$ cat src/rtl/dcp_pkg.sv
package dcp_pkg;

  typedef enum logic {
    RC_WAIT = 1'b0,
    RC_DONE = 1'b1
  } recall_st_e;

  // tap held before the stored value is recalled, per channel type
  function automatic int pre_recall_tap(int taps);
    case (taps)
      64:      return 63;
      100:     return 0;
      256:     return 255;
      default: return taps - 1;
    endcase
  endfunction

  function automatic int tap_width(int taps);
    return (taps <= 2) ? 1 : $clog2(taps);
  endfunction

endpackage

$ cat src/rtl/dcp_por_timer.sv
module dcp_por_timer #(
  parameter int CW = 16
) (
  input  logic          clk_i,
  input  logic          rst_ni,
  input  logic          supply_ok_i,
  input  logic [CW-1:0] por_time_i,
  output logic          recall_o,
  output logic          done_o
);
  import dcp_pkg::*;

  logic [CW-1:0] cnt_q;
  recall_st_e    st_q;

  assign recall_o = (st_q == RC_WAIT) && supply_ok_i && (cnt_q >= por_time_i);
  assign done_o   = (st_q == RC_DONE);

  always_ff @(posedge clk_i or negedge rst_ni) begin
    if (!rst_ni) begin
      cnt_q <= '0;
      st_q  <= RC_WAIT;
    end else if (recall_o) begin
      cnt_q <= '0;
      st_q  <= RC_DONE;
    end else if (st_q == RC_WAIT) begin
      // any low sample restarts the wait
      cnt_q <= supply_ok_i ? cnt_q + 1'b1 : '0;
    end
  end

endmodule

$ cat src/rtl/dcp_wcr.sv
module dcp_wcr #(
  parameter int TAPS    = 64,
  parameter int W       = 6,
  parameter int PRE_TAP = 63
) (
  input  logic         clk_i,
  input  logic         rst_ni,
  input  logic         recall_i,
  input  logic [W-1:0] nv_tap_i,
  input  logic         wr_ok_i,
  input  logic         wr_en_i,
  input  logic [W-1:0] wr_tap_i,
  output logic [W-1:0] tap_o
);

  localparam logic [W-1:0] TopTap = W'(TAPS - 1);
  localparam logic [W-1:0] PreTap = W'(PRE_TAP);

  function automatic logic [W-1:0] clamp(logic [W-1:0] v);
    if (int'(v) >= TAPS) return TopTap;
    return v;
  endfunction

  logic [W-1:0] tap_q;

  always_ff @(posedge clk_i or negedge rst_ni) begin
    if (!rst_ni)                tap_q <= PreTap;
    else if (recall_i)          tap_q <= clamp(nv_tap_i);
    else if (wr_ok_i && wr_en_i) tap_q <= clamp(wr_tap_i);
  end

  assign tap_o = tap_q;

endmodule

$ cat src/rtl/dcp_tap_mbb.sv
module dcp_tap_mbb #(
  parameter int TAPS    = 64,
  parameter int W       = 6,
  parameter int PRE_TAP = 63
) (
  input  logic            clk_i,
  input  logic            rst_ni,
  input  logic [W-1:0]    tap_i,
  output logic [TAPS-1:0] en_o
);

  logic [W-1:0] old_q;
  logic         overlap;

  // old tap lags the register by one cycle; keeps it on across a move
  always_ff @(posedge clk_i or negedge rst_ni) begin
    if (!rst_ni) old_q <= W'(PRE_TAP);
    else         old_q <= tap_i;
  end

  assign overlap = (old_q != tap_i);

  for (genvar g = 0; g < TAPS; g++) begin : g_sw
    assign en_o[g] = (tap_i == W'(g)) || (overlap && (old_q == W'(g)));
  end

endmodule

$ cat src/rtl/dcp_wiper_ctrl.sv
module dcp_wiper_ctrl #(
  parameter int TAPS    = 64,
  parameter int PRE_TAP = dcp_pkg::pre_recall_tap(TAPS),
  parameter int CW      = 16,
  localparam int W      = dcp_pkg::tap_width(TAPS)
) (
  input  logic            clk_i,
  input  logic            rst_ni,
  input  logic            supply_ok_i,
  input  logic [CW-1:0]   por_time_i,
  input  logic [W-1:0]    nv_tap_i,
  input  logic            wr_en_i,
  input  logic [W-1:0]    wr_tap_i,
  output logic [TAPS-1:0] tap_en_o,
  output logic [W-1:0]    tap_o,
  output logic            recall_done_o
);

  logic recall;
  logic done;

  dcp_por_timer #(.CW(CW)) u_por (
    .clk_i      (clk_i),
    .rst_ni     (rst_ni),
    .supply_ok_i(supply_ok_i),
    .por_time_i (por_time_i),
    .recall_o   (recall),
    .done_o     (done)
  );

  dcp_wcr #(.TAPS(TAPS), .W(W), .PRE_TAP(PRE_TAP)) u_wcr (
    .clk_i   (clk_i),
    .rst_ni  (rst_ni),
    .recall_i(recall),
    .nv_tap_i(nv_tap_i),
    .wr_ok_i (done),
    .wr_en_i (wr_en_i),
    .wr_tap_i(wr_tap_i),
    .tap_o   (tap_o)
  );

  dcp_tap_mbb #(.TAPS(TAPS), .W(W), .PRE_TAP(PRE_TAP)) u_mbb (
    .clk_i (clk_i),
    .rst_ni(rst_ni),
    .tap_i (tap_o),
    .en_o  (tap_en_o)
  );

  assign recall_done_o = done;

endmodule

$ cat config.mk
export PLATFORM = sky130hd
export DESIGN_NAME = dcp_wiper_ctrl
export DESIGN_NICKNAME = d
export VERILOG_FILES = /design/src/rtl/dcp_pkg.sv /design/src/rtl/dcp_por_timer.sv /design/src/rtl/dcp_wcr.sv /design/src/rtl/dcp_tap_mbb.sv /design/src/rtl/dcp_wiper_ctrl.sv
export SDC_FILE = /design/constraint.sdc
export NUM_CORES = 1
export LEC_CHECK = 0
export BUFFER_PORTS_ARGS = -buffer_cell sky130_fd_sc_hd__buf_2
export CAP_MARGIN = 20
export CORE_MARGIN = 2
export CORE_UTILIZATION = 30
export CTS_CLUSTER_SIZE = 25
export DETAILED_ROUTE_END_ITERATION = 10
export GPL_ROUTABILITY_DRIVEN = 1
export HOLD_SLACK_MARGIN = 0.02
export PLACE_DENSITY = 0.59
export SLEW_MARGIN = 40
export SYNTH_ARGS = -nofsm -noshare
export SYNTH_HDL_FRONTEND = slang
export SYNTH_SLANG_ARGS = --single-unit
$ cat constraint.sdc
create_clock -name clk_i -period 2.3 [get_ports clk_i]
set_input_delay 0.115 -clock clk_i [delete_from_list [all_inputs] [get_ports clk_i]]
set_output_delay 0.115 -clock clk_i [all_outputs]
set_load 0.01 [all_outputs]
# Yosys cells after proc, flatten, opt, wreduce, memory -nomap -nowiden
# Cells that the tools add are included.
# totals
mem_bits_ro,0
n_memories,0
mem_bits_rw,0
wordCells,274
inputBits,32
latchBits,0
reg_bits,29
output_inout_bits,71
# classes
n_mux,5
addsub,1
div_mod_pow,0
order_cmp,1
eq_ne,128
n_reduce_logical,134
mul,0
n_bitwise,1
shifts,0
# ops
operator,count
$eq 6x6->1 const B,64
$eq 6x5->1 const B,32
$eq 6x4->1 const B,16
$logic_and 1x1->1,67
$logic_or 1x1->1,64
$eq 6x3->1 const B,8
$mux 16,3
$eq 6x2->1 const B,4
$add 16x1->16 const B,1
$ge 16x16->1,1
$eq 6x1->1 const B,2
$logic_not 6->1,2
$mux 6,2
$ne 6x6->1,1
$ne 2x2->1 const B,1
$reduce_bool 2->1,1
$not 1->1,1

# Longest topological paths before layout
# Gate-level depths: netlist (run 1).
# logic_depth
depth_word,4
depth_mapped,9
depth_no_buf,8

# Cells and area by module
# From an unflattened synthesis (run 1), not the netlist that was laid out.
# unflattened
cells_unflattened,408
hier_area_um2,2984.1
# modules_own_cells
mod,cells_per_inst,instances,area_each_um2,seq_area_each_um2
dcp_por_timer,160,1,1332.5,425.4
dcp_tap_mbb,216,1,1323.8,157.7
dcp_wcr,32,1,327.8,157.7

# Least setup slack after synthesis (run 1)
# Ideal clock, no wire load.
# synth_timing
kind,register to register
from,register u_por.cnt_q[14]
to,"register u_wcr.tap_q[0], in the netlist u_wcr.tap_o[0]"
stages_incl_launch_ff,8
setup_ns,0.082
arrival_ns,2.091
required_time_ns,2.218
slack_ns,0.127
synth_period_minus_slack_ns,2.173
n_path_buf,0
path_cell_list,dfrtp_1 > ha_1 > nand4_1 > nor3_2 > o2111a_1 > nor2_1 > a311oi_4 > mux2_2
# synth_via
elab_chain_len,3
elab_cells_between_ends,4
classes_between,1 x order compare; 1 x mux; 2 x reduce/logical
# synth_lines
item,line,rtl
start: declaration,dcp_por_timer.sv:13,logic [CW-1:0] cnt_q;
start signal: assignment,dcp_por_timer.sv:28,cnt_q <= supply_ok_i ? cnt_q + 1'b1 : '0;
$ge 16x16->1 (*),dcp_por_timer.sv:16,assign recall_o = (st_q == RC_WAIT) && supply_ok_i && (cnt_q >= por_time_i);
$logic_and 1x1->1 (*),dcp_por_timer.sv:16,
$mux 6 or $reduce_bool 2->1 (tied branches),n/a,
end signal: assignment,dcp_wcr.sv:27,if (!rst_ni) tap_q <= PreTap;
end signal: assignment,dcp_wcr.sv:28,else if (recall_i) tap_q <= clamp(nv_tap_i);
end signal: assignment,dcp_wcr.sv:29,else if (wr_ok_i && wr_en_i) tap_q <= clamp(wr_tap_i);
end: declaration,dcp_wcr.sv:24,logic [W-1:0] tap_q;
# Mark *: on every way between the ends. The rest lies on a longest branch, timed or not.
# A chain may end at the register's enable or synchronous reset.

# Worst setup path after layout (run 1)
# layout_timing
from,register u_por.cnt_q[3]
to,register u_por.cnt_q[4]
# layout_via
elab_chain_len,4
elab_cells_between_ends,7
classes_between,1 x add/sub; 1 x order compare; 1 x eq/ne; 3 x mux; 1 x reduce/logical
# layout_lines
item,line,rtl
$add 16x1->16,dcp_por_timer.sv:28,
$mux 16,dcp_por_timer.sv:28,
$mux 16,dcp_por_timer.sv:26,end else if (st_q == RC_WAIT) begin
$mux 16,dcp_por_timer.sv:23,end else if (recall_o) begin
# Several ways; a longest one is shown, not always the timed one. The select of a mux whose other input is x is not followed.

==> results of run 1 <==
[report_power, final]
| part | total, mW | internal (mW) | switching, mW |
|---|---|---|---|
| combinational | 1.74 | 0.730 | 1.01 |
| clock | 0.590 | 0.386 | 0.204 |
| sequential | 0.792 | 0.663 | 0.129 |
[cells by family after synthesis]
family | Yosys count
simple gates | 115
compound gates | 102
buf+inv | 48
xor+xnor | 8
fa+ha+maj | 17
mux | 13
flops | 29
[area by class of cell]
cell class / count / area [µm²] / share of cell area
inverter: 26 / 97.59 / 0.02539
clock inverter: 2 / 35.03 / 0.009115
tap: 108 / 135.1 / 0.03516
multi-input combinational: 255 / 1842 / 0.4792
sequential: 29 / 740.7 / 0.1927
timing repair buffer: 146 / 899.6 / 0.2340
clock buffer: 6 / 93.84 / 0.02441
[synthesized netlist by cell type (2+ instances only)]
library cell and count:
inv_1 26, buf_1 2, nor2b_1 10, xor2_1 3
nor2_1 11, xnor2_1 5, buf_2 9, mux2_2 12
a21o_1 2, nor4_1 2, nor3_1 2, o22ai_1 64
a21oi_1 13, nand4_1 6, a31oi_1 6, o21ai_0 7
nand3b_1 3, or2b_1 2, dfrtp_1 17, and3_1 6
nor3_2 2, ha_1 17, nand2_1 31, clkbuf_1 9
nand3_1 30, dfstp_2 12, nand2b_1 7, a22o_1 3
[routing by layer]
layer | vias up | part of all wire | GRT usage | wire, µm
li1 | 1504 | - | - | -
met1 | 1471 | 0.39 | 0.2062 | 3575
met2 | 186 | 0.49 | 0.3294 | 4516
met3 | 28 | 0.080 | 0.03794 | 734
met4 | 0 | 0.033 | 0.06731 | 298
met5 | - | 0 | 0 | 0
[critical path: stages (launching register included)]
cell	delay, ns
dfrtp_1	0.38
ha_1	0.31
a21oi_2	0.14
a21oi_1	0.07
o2111a_1	0.28
buf_6	0.13
nor4b_4	0.37
buf_6	0.16
or2b_1	0.22
a31oi_1	0.13
[repair_timing]
| item | 4_1_cts | 5_1_grt |
|---|---|---|
| hold buffers | 1 | 0 |
| endpoints found under the hold margin | 17 | 0 |
| cloned | 0 | 1 |
| gates resized for setup | 2 | 31 |
| pin swaps | 3 | 12 |
| setup endpoints to repair | 7 | 78 |
| buffers inserted | 1 | 18 |
[flip-flops by register name, indices dropped and copies added, names as in the netlist]
signal        flops
u_por.done_o      1
u_por.cnt_q      16
u_wcr.tap_o       6
u_mbb.old_q       6
[metrics by stage]
step	hold slack (ns)	std cells	cell area, µm²
after floorplan	-0.1806	332	2639
after global placement	0.1896	543	3390
after detailed placement	0.1890	543	3390
after CTS	0.06316	553	3546
after global routing	0.06371	572	3844
final	0.07121	572	3844
[path summary, 6_finish.rpt]
kind | end | from | slack (ns) | depth (start not counted)
max | u_por.cnt_q[4]$_DFFE_PN0P_ | u_por.cnt_q[3]$_DFFE_PN0P_ | 0.04 | 9
max in group asynchronous | u_por.done_o$_DFFE_PN0P_ | rst_ni | 1.47 | 2
min reg2reg | u_mbb.old_q[5]$_DFF_PN1_ | u_wcr.tap_o[5]$_DFFE_PN1P_ | 0.43 | 0
min in group asynchronous | u_por.cnt_q[9]$_DFFE_PN0P_ | rst_ni | 0.39 | 2
max reg2reg | u_por.cnt_q[4]$_DFFE_PN0P_ | u_por.cnt_q[3]$_DFFE_PN0P_ | 0.04 | 9
min | u_wcr.tap_o[0]$_DFFE_PN1P_ | nv_tap_i[0] | 0.07 | 2
==> metrics.md, run 1 <==
| Metric | Value |
|---|---|
| Worst slew pin tran | `0.6628 ns` |
| TritonCTS Buffers | `5` |
| H-tree depth | `2` |
| Total grt overflow | `0` |
| Fmax | `0.4426 GHz` |
| Core Region | `8636 µm²` |
| TritonCTS clock tree | `yes` |
| Total GRT Usage | `0.1802` |
| I/O Buffers | `102` |
| CTS clk-pin slew, worst paths | `0.07 ns` |
| Antenna violations before repair | `0` |
| Post-layout util | `0.4451` |
| Status | `finished clean` |
| CP arrival | `2.46 ns` |
| Final WS setup | `0.04066 ns` |
| Top-level I/O count | `103` |
| DR iter-0 viols | `151` |
| CTS sink cnt | `29` |
| Skew-Pair Late Insertion Delay | `0.28 ns` |
| Final cycle utilization of the critical path | `0.9823` |
| Syn-to-layout area delta | `45.66%` |
| VDD IR-drop max | `336.1 µV` |
| Power Total | `3.120 mW` |
| Routability Congestion | `0.9771` |
| Clock Skew | `0.005199 ns` |
| Final antenna diode count | `0` |
| Initial Utilization | `0.3056` |
| Final TNS setup | `0 ns` |
| Pre-CTS setup slack | `-0.02445 ns` |
| Area share of the largest cell type after synthesis | `0.1612` |
| First-pass GRT wire length | `14.28 mm` |
| Vias | `3189` |
| Crit. End Element | `register` |
| Register bit total from synthesis | `29` |
| Final setup violation count | `0` |
| Via density | `5.575` |
| Compound-Gate Fraction of Synth Area | `0.2508` |
| Final Hold Vio Count | `0` |
| Largest family of logic cells by synthesized area | `compound AO/OA/AOI/OAI gates` |
| Drt pass-1 iters | `5` |
| Crit Path Max Fanout | `5` |
| Die Area | `9562 µm²` |
| Post-Synthesis Cells | `332` |
| Most frequent cells in the layout | `102 x buf_2, 64 x o22ai_1, 34 x buf_4` |
| Die Wd | `97.79 µm` |
| Post-synth net total | `381` |
| Primary FF master, synth | `dfrtp_1` |
| PwrDens | `811.8 nW/µm²` |
| WL/cell | `15.95 µm` |
| Total leakage power | `1.855 nW` |
| Post-synthesis xor/xnor area fraction | `0.02655` |
| CP Launch Type | `register` |
| DP Wirelength | `6.846 mm` |
| Pin count of the biggest net entering global routing | `30` |
| Syn_area_per_cell | `7.948 µm²` |
| Die Ht | `97.79 µm` |
| YS warnings | `0` |
| RSZ-0062 raised after global routing | `yes` |
| Post-route ant nets | `0` |
| Layout cells sized above 1 | `0.4375` |
| Most common cell after layout, fill and taps aside | `buf_2` |
| Routed WL | `9.124 mm` |
| Deepest clock path buffer count | `2` |
| Post-Synth Simple-Gate Area | `0.2295` |
| Adder-Cell Fraction of Synth Area | `0.08061` |
| Root buf cell | `clkbuf_8` |
| Hold Path Class | `primary input to register` |
| Sequential fraction of the synthesis area | `0.2807` |
| Synth area leaders | `dfrtp_1 16%, o22ai_1 15%, dfstp_2 12%` |
| Max-Cap Viols | `0` |
| EDFF count, synth | `0` |
| DR DRC count | `0` |
| Yosys top cell by area | `dfrtp_1` |
| Setup CP Type | `register to register` |
| Min cycle time layout | `2.259 ns` |
| Post-synthesis cell area | `2639 µm²` |
| Filler Cells Inserted | `842` |
| Vias in the first global route | `3063` |
| Headroom to the max-slew limit | `0.5581` |
| Row count | `34` |
| Final slew viol count | `0` |
| Post-synth ARST share | `1.000` |
| Post-synthesis cell type count | `41` |
| Data required, critical path | `2.50 ns` |
| Mux contribution to synthesized area | `0.05500` |
| Nets | `512` |
(Power assumes the default switching activity.)
==> inputs of run 2 (changes only) <==
- CORE_ASPECT_RATIO: not set -> 0.5
==> run 2 against run 1 <==
- sequential share of layout area grew 0.53 points
- first-iteration DRC count grew 15%
- largest power group unchanged
- combinational power shrank 4%
- core utilization shrank 1.1 points
- cell count grew 0.52%
- setup slack gained 0.024 ns
- flip-flop and latch count is the same
- register-to-register slack gained 0.02 ns
- fmax grew 1.1%
==> metrics.md, run 2 (synthesis results as in run 1) <==
| Metric | Value |
|---|---|
| Status | `finished clean` |
| Routed WL | `8.529 mm (-6.5%)` |
| Post-route ant nets | `0 (unchanged)` |
| Worst slew pin tran | `0.6942 ns (+0.03142 ns)` |
| Pre-CTS setup slack | `-0.01414 ns (+0.01031 ns)` |
| H-tree depth | `2 (unchanged)` |
| Post-route insts no fill | `575 (+0.52%)` |
| Final antenna diode count | `0 (unchanged)` |
| Combinational Power Share | `0.547 (-0.010)` |
| Via density | `5.374 (-3.6%)` |
| Headroom to the max-slew limit | `0.5372 (-0.02095)` |
| DR iter-0 viols | `174 (+15%)` |
| GR Util met2 | `0.3000 (-0.02944)` |
| Skew-Pair Late Insertion Delay | `0.28 ns (about the same)` |
| Largest Register | `u_por.cnt_q` |
| Most frequent cells in the layout | `102 x buf_2, 63 x o22ai_1, 32 x buf_4` |
| Final setup violation count | `0 (unchanged)` |
| Post-Layout Inst Area | `3741 µm² (-2.7%)` |
| Crit path from | `u_por.cnt_q[0]$_DFFE_PN0P_` |
| CTS clk-pin slew, worst paths | `0.05 ns (-0.02 ns)` |
| Post-layout util | `0.4341 (-0.01100)` |
| Met1 Use GR | `0.2183 (+0.01204)` |
| I/O Buffers | `102 (unchanged)` |
| Psw | `1.325 mW (-1.1%)` |
| Die Area | `9607 µm² (+0.48%)` |
| Syn-to-layout area delta | `41.77%` |
| Internal power | `1.727 mW (-3.0%)` |
| DP Wirelength | `6.489 mm (-5.2%)` |
| Inst Count DP | `552 (+1.7%)` |
| WL/cell | `14.83 µm (-7.0%)` |
| CP Launch Type | `register` |
| Antenna violations before repair | `0 (unchanged)` |
| Critical hold path startpoint | `nv_tap_i[5]` |
| Crit. End Element | `register` |
| DR DRC count | `0 (unchanged)` |
| TritonCTS clock tree | `yes` |
| Initial Utilization | `0.3062 (+0.0006210)` |
| TritonCTS Buffers | `5 (unchanged)` |
| CTS sink cnt | `29 (unchanged)` |
| Clock Skew | `0.004213 ns (-0.0009857 ns)` |
| Nets | `506 (-1.2%)` |
| Final cycle utilization of the critical path | `0.9718 (-0.01050)` |
| Crit Path Max Fanout | `4 (-1)` |
| Reg power frac | `0.249 (-0.005)` |
| Pin count of the biggest net entering global routing | `30 (unchanged)` |
| Most common cell after layout, fill and taps aside | `buf_2` |
| Clock power share | `0.204 (+0.015)` |
| First-pass GRT wire length | `13.66 mm (-4.3%)` |
| Core Region | `8618 µm² (-0.20%)` |
| R2r startpoint | `u_por.cnt_q[0]$_DFFE_PN0P_` |
| Data required, critical path | `2.49 ns (about the same)` |
| Deepest clock path buffer count | `2 (unchanged)` |
| Final WS setup | `0.06481 ns (+0.02415 ns)` |
| Total grt overflow | `0 (unchanged)` |
| Max reg flops | `16 (unchanged)` |
| GR met3 Demand/Resource | `0.03268 (-0.005259)` |
| Drt pass-1 iters | `5 (unchanged)` |
| Max-Cap Viols | `0 (unchanged)` |
| Final slew viol count | `0 (unchanged)` |
| Switching share of total power | `0.4343 (+0.004801)` |
| Placed cell areas | `3376 µm² (-0.41%)` |
| Layout cells sized above 1 | `0.4105 (-0.02702)` |
| Top-level I/O count | `103 (unchanged)` |
| Routability Congestion | `0.8871 (-9.2%)` |
| Total leakage power | `1.811 nW (-2.4%)` |
| Row count | `24 (-29%)` |
| Root buf cell | `clkbuf_16` |
| VDD IR-drop max | `308.1 µV (-8.3%)` |
| CP arrival | `2.43 ns (-0.03 ns)` |
| Global route hottest layer | `met2` |
| Vias in the first global route | `2865 (-6.5%)` |
| Hold Path Class | `primary input to register` |
| Fmax | `0.4474 GHz (+1.1%)` |
| Filler Cells Inserted | `903 (+7.2%)` |
| PwrDens | `815.8 nW/µm² (+0.49%)` |
| Final Hold Vio Count | `0 (unchanged)` |
| Die Wd | `136.6 µm (+40%)` |
| Vias | `3090 (-3.1%)` |
| Min cycle time layout | `2.235 ns (-0.02415 ns)` |
| Die Ht | `70.32 µm (-28%)` |
| Total GRT Usage | `0.1751 (-0.005099)` |
| Setup CP Type | `register to register` |
| RSZ-0062 raised after global routing | `yes` |
-- run 2: worst paths after layout --
check                                               to  slack (ns)  cells after the start
setup / recovery            u_por.cnt_q[3]$_DFFE_PN0P_        0.06                     10
hold / removal              u_wcr.tap_o[5]$_DFFE_PN1P_        0.07                      2
setup reg to reg            u_por.cnt_q[3]$_DFFE_PN0P_        0.06                     10
hold reg to reg               u_mbb.old_q[4]$_DFF_PN1_        0.40                      0
max in group asynchronous  u_por.cnt_q[10]$_DFFE_PN0P_        1.44                      2
min in group asynchronous   u_por.cnt_q[6]$_DFFE_PN0P_        0.42                      2
-- run 2: worst max-delay path, stage by stage (launching register included) --
cell and delay [ns]:
dfrtp_1 0.40, inv_2 0.09, ha_4 0.19, a31oi_1 0.18, nor2b_1 0.07, o2111a_2 0.28
buf_6 0.12, nor4b_4 0.29, buf_4 0.17, or2b_1 0.22, a31oi_1 0.14
-- run 2: per-layer routing --
| metal | up-vias | part of all wire |
|---|---|---|
| met5 | - | 0 |
| met4 | 0 | 0.011 |
| met3 | 13 | 0.087 |
| met2 | 138 | 0.48 |
| met1 | 1438 | 0.42 |
| li1 | 1501 | - |
-- run 2: stage by stage --
stage	hold WS, ns	TNS [ns]	power [mW]
3_5_place_dp	0.1879	-0.04350	2.295
3_3_place_gp	0.1924	0	2.286
6_report	0.07184	0	3.052
2_1_floorplan	-0.1806	0	1.783
5_1_grt	0.08477	-0.08410	3.266
4_1_cts	0.07651	0	2.959
-- run 2: power groups by stage --
stage,clock network (mW),logic (mW),registers [mW]
2_1_floorplan,0,1.02,0.763
3_3_place_gp,0,1.47,0.812
3_5_place_dp,0,1.49,0.810
4_1_cts,0.636,1.56,0.763
5_1_grt,0.662,1.83,0.777
6_report,0.624,1.67,0.759
-- run 2: final cells by class --
cell class                 instances  area [µm²]  area share
clock inverter                     3       17.52    0.004682
tap                              117       146.4     0.03913
inverter                          26       97.59     0.02609
sequential                        29       740.7      0.1980
clock buffer                       5       125.1     0.03344
multi-input combinational        255        1788      0.4779
timing repair buffer             140       825.8      0.2207
-- run 2: repair_timing --
action                                  in CTS  in global routing
resized for setup                            3                 19
gates cloned                                 0                  0
endpoints found under the hold margin       17                  0
hold buffers                                 1                  0
pin swaps                                    4                 11
buffers inserted                             5                  9
endpoints found under the setup margin       8                 23
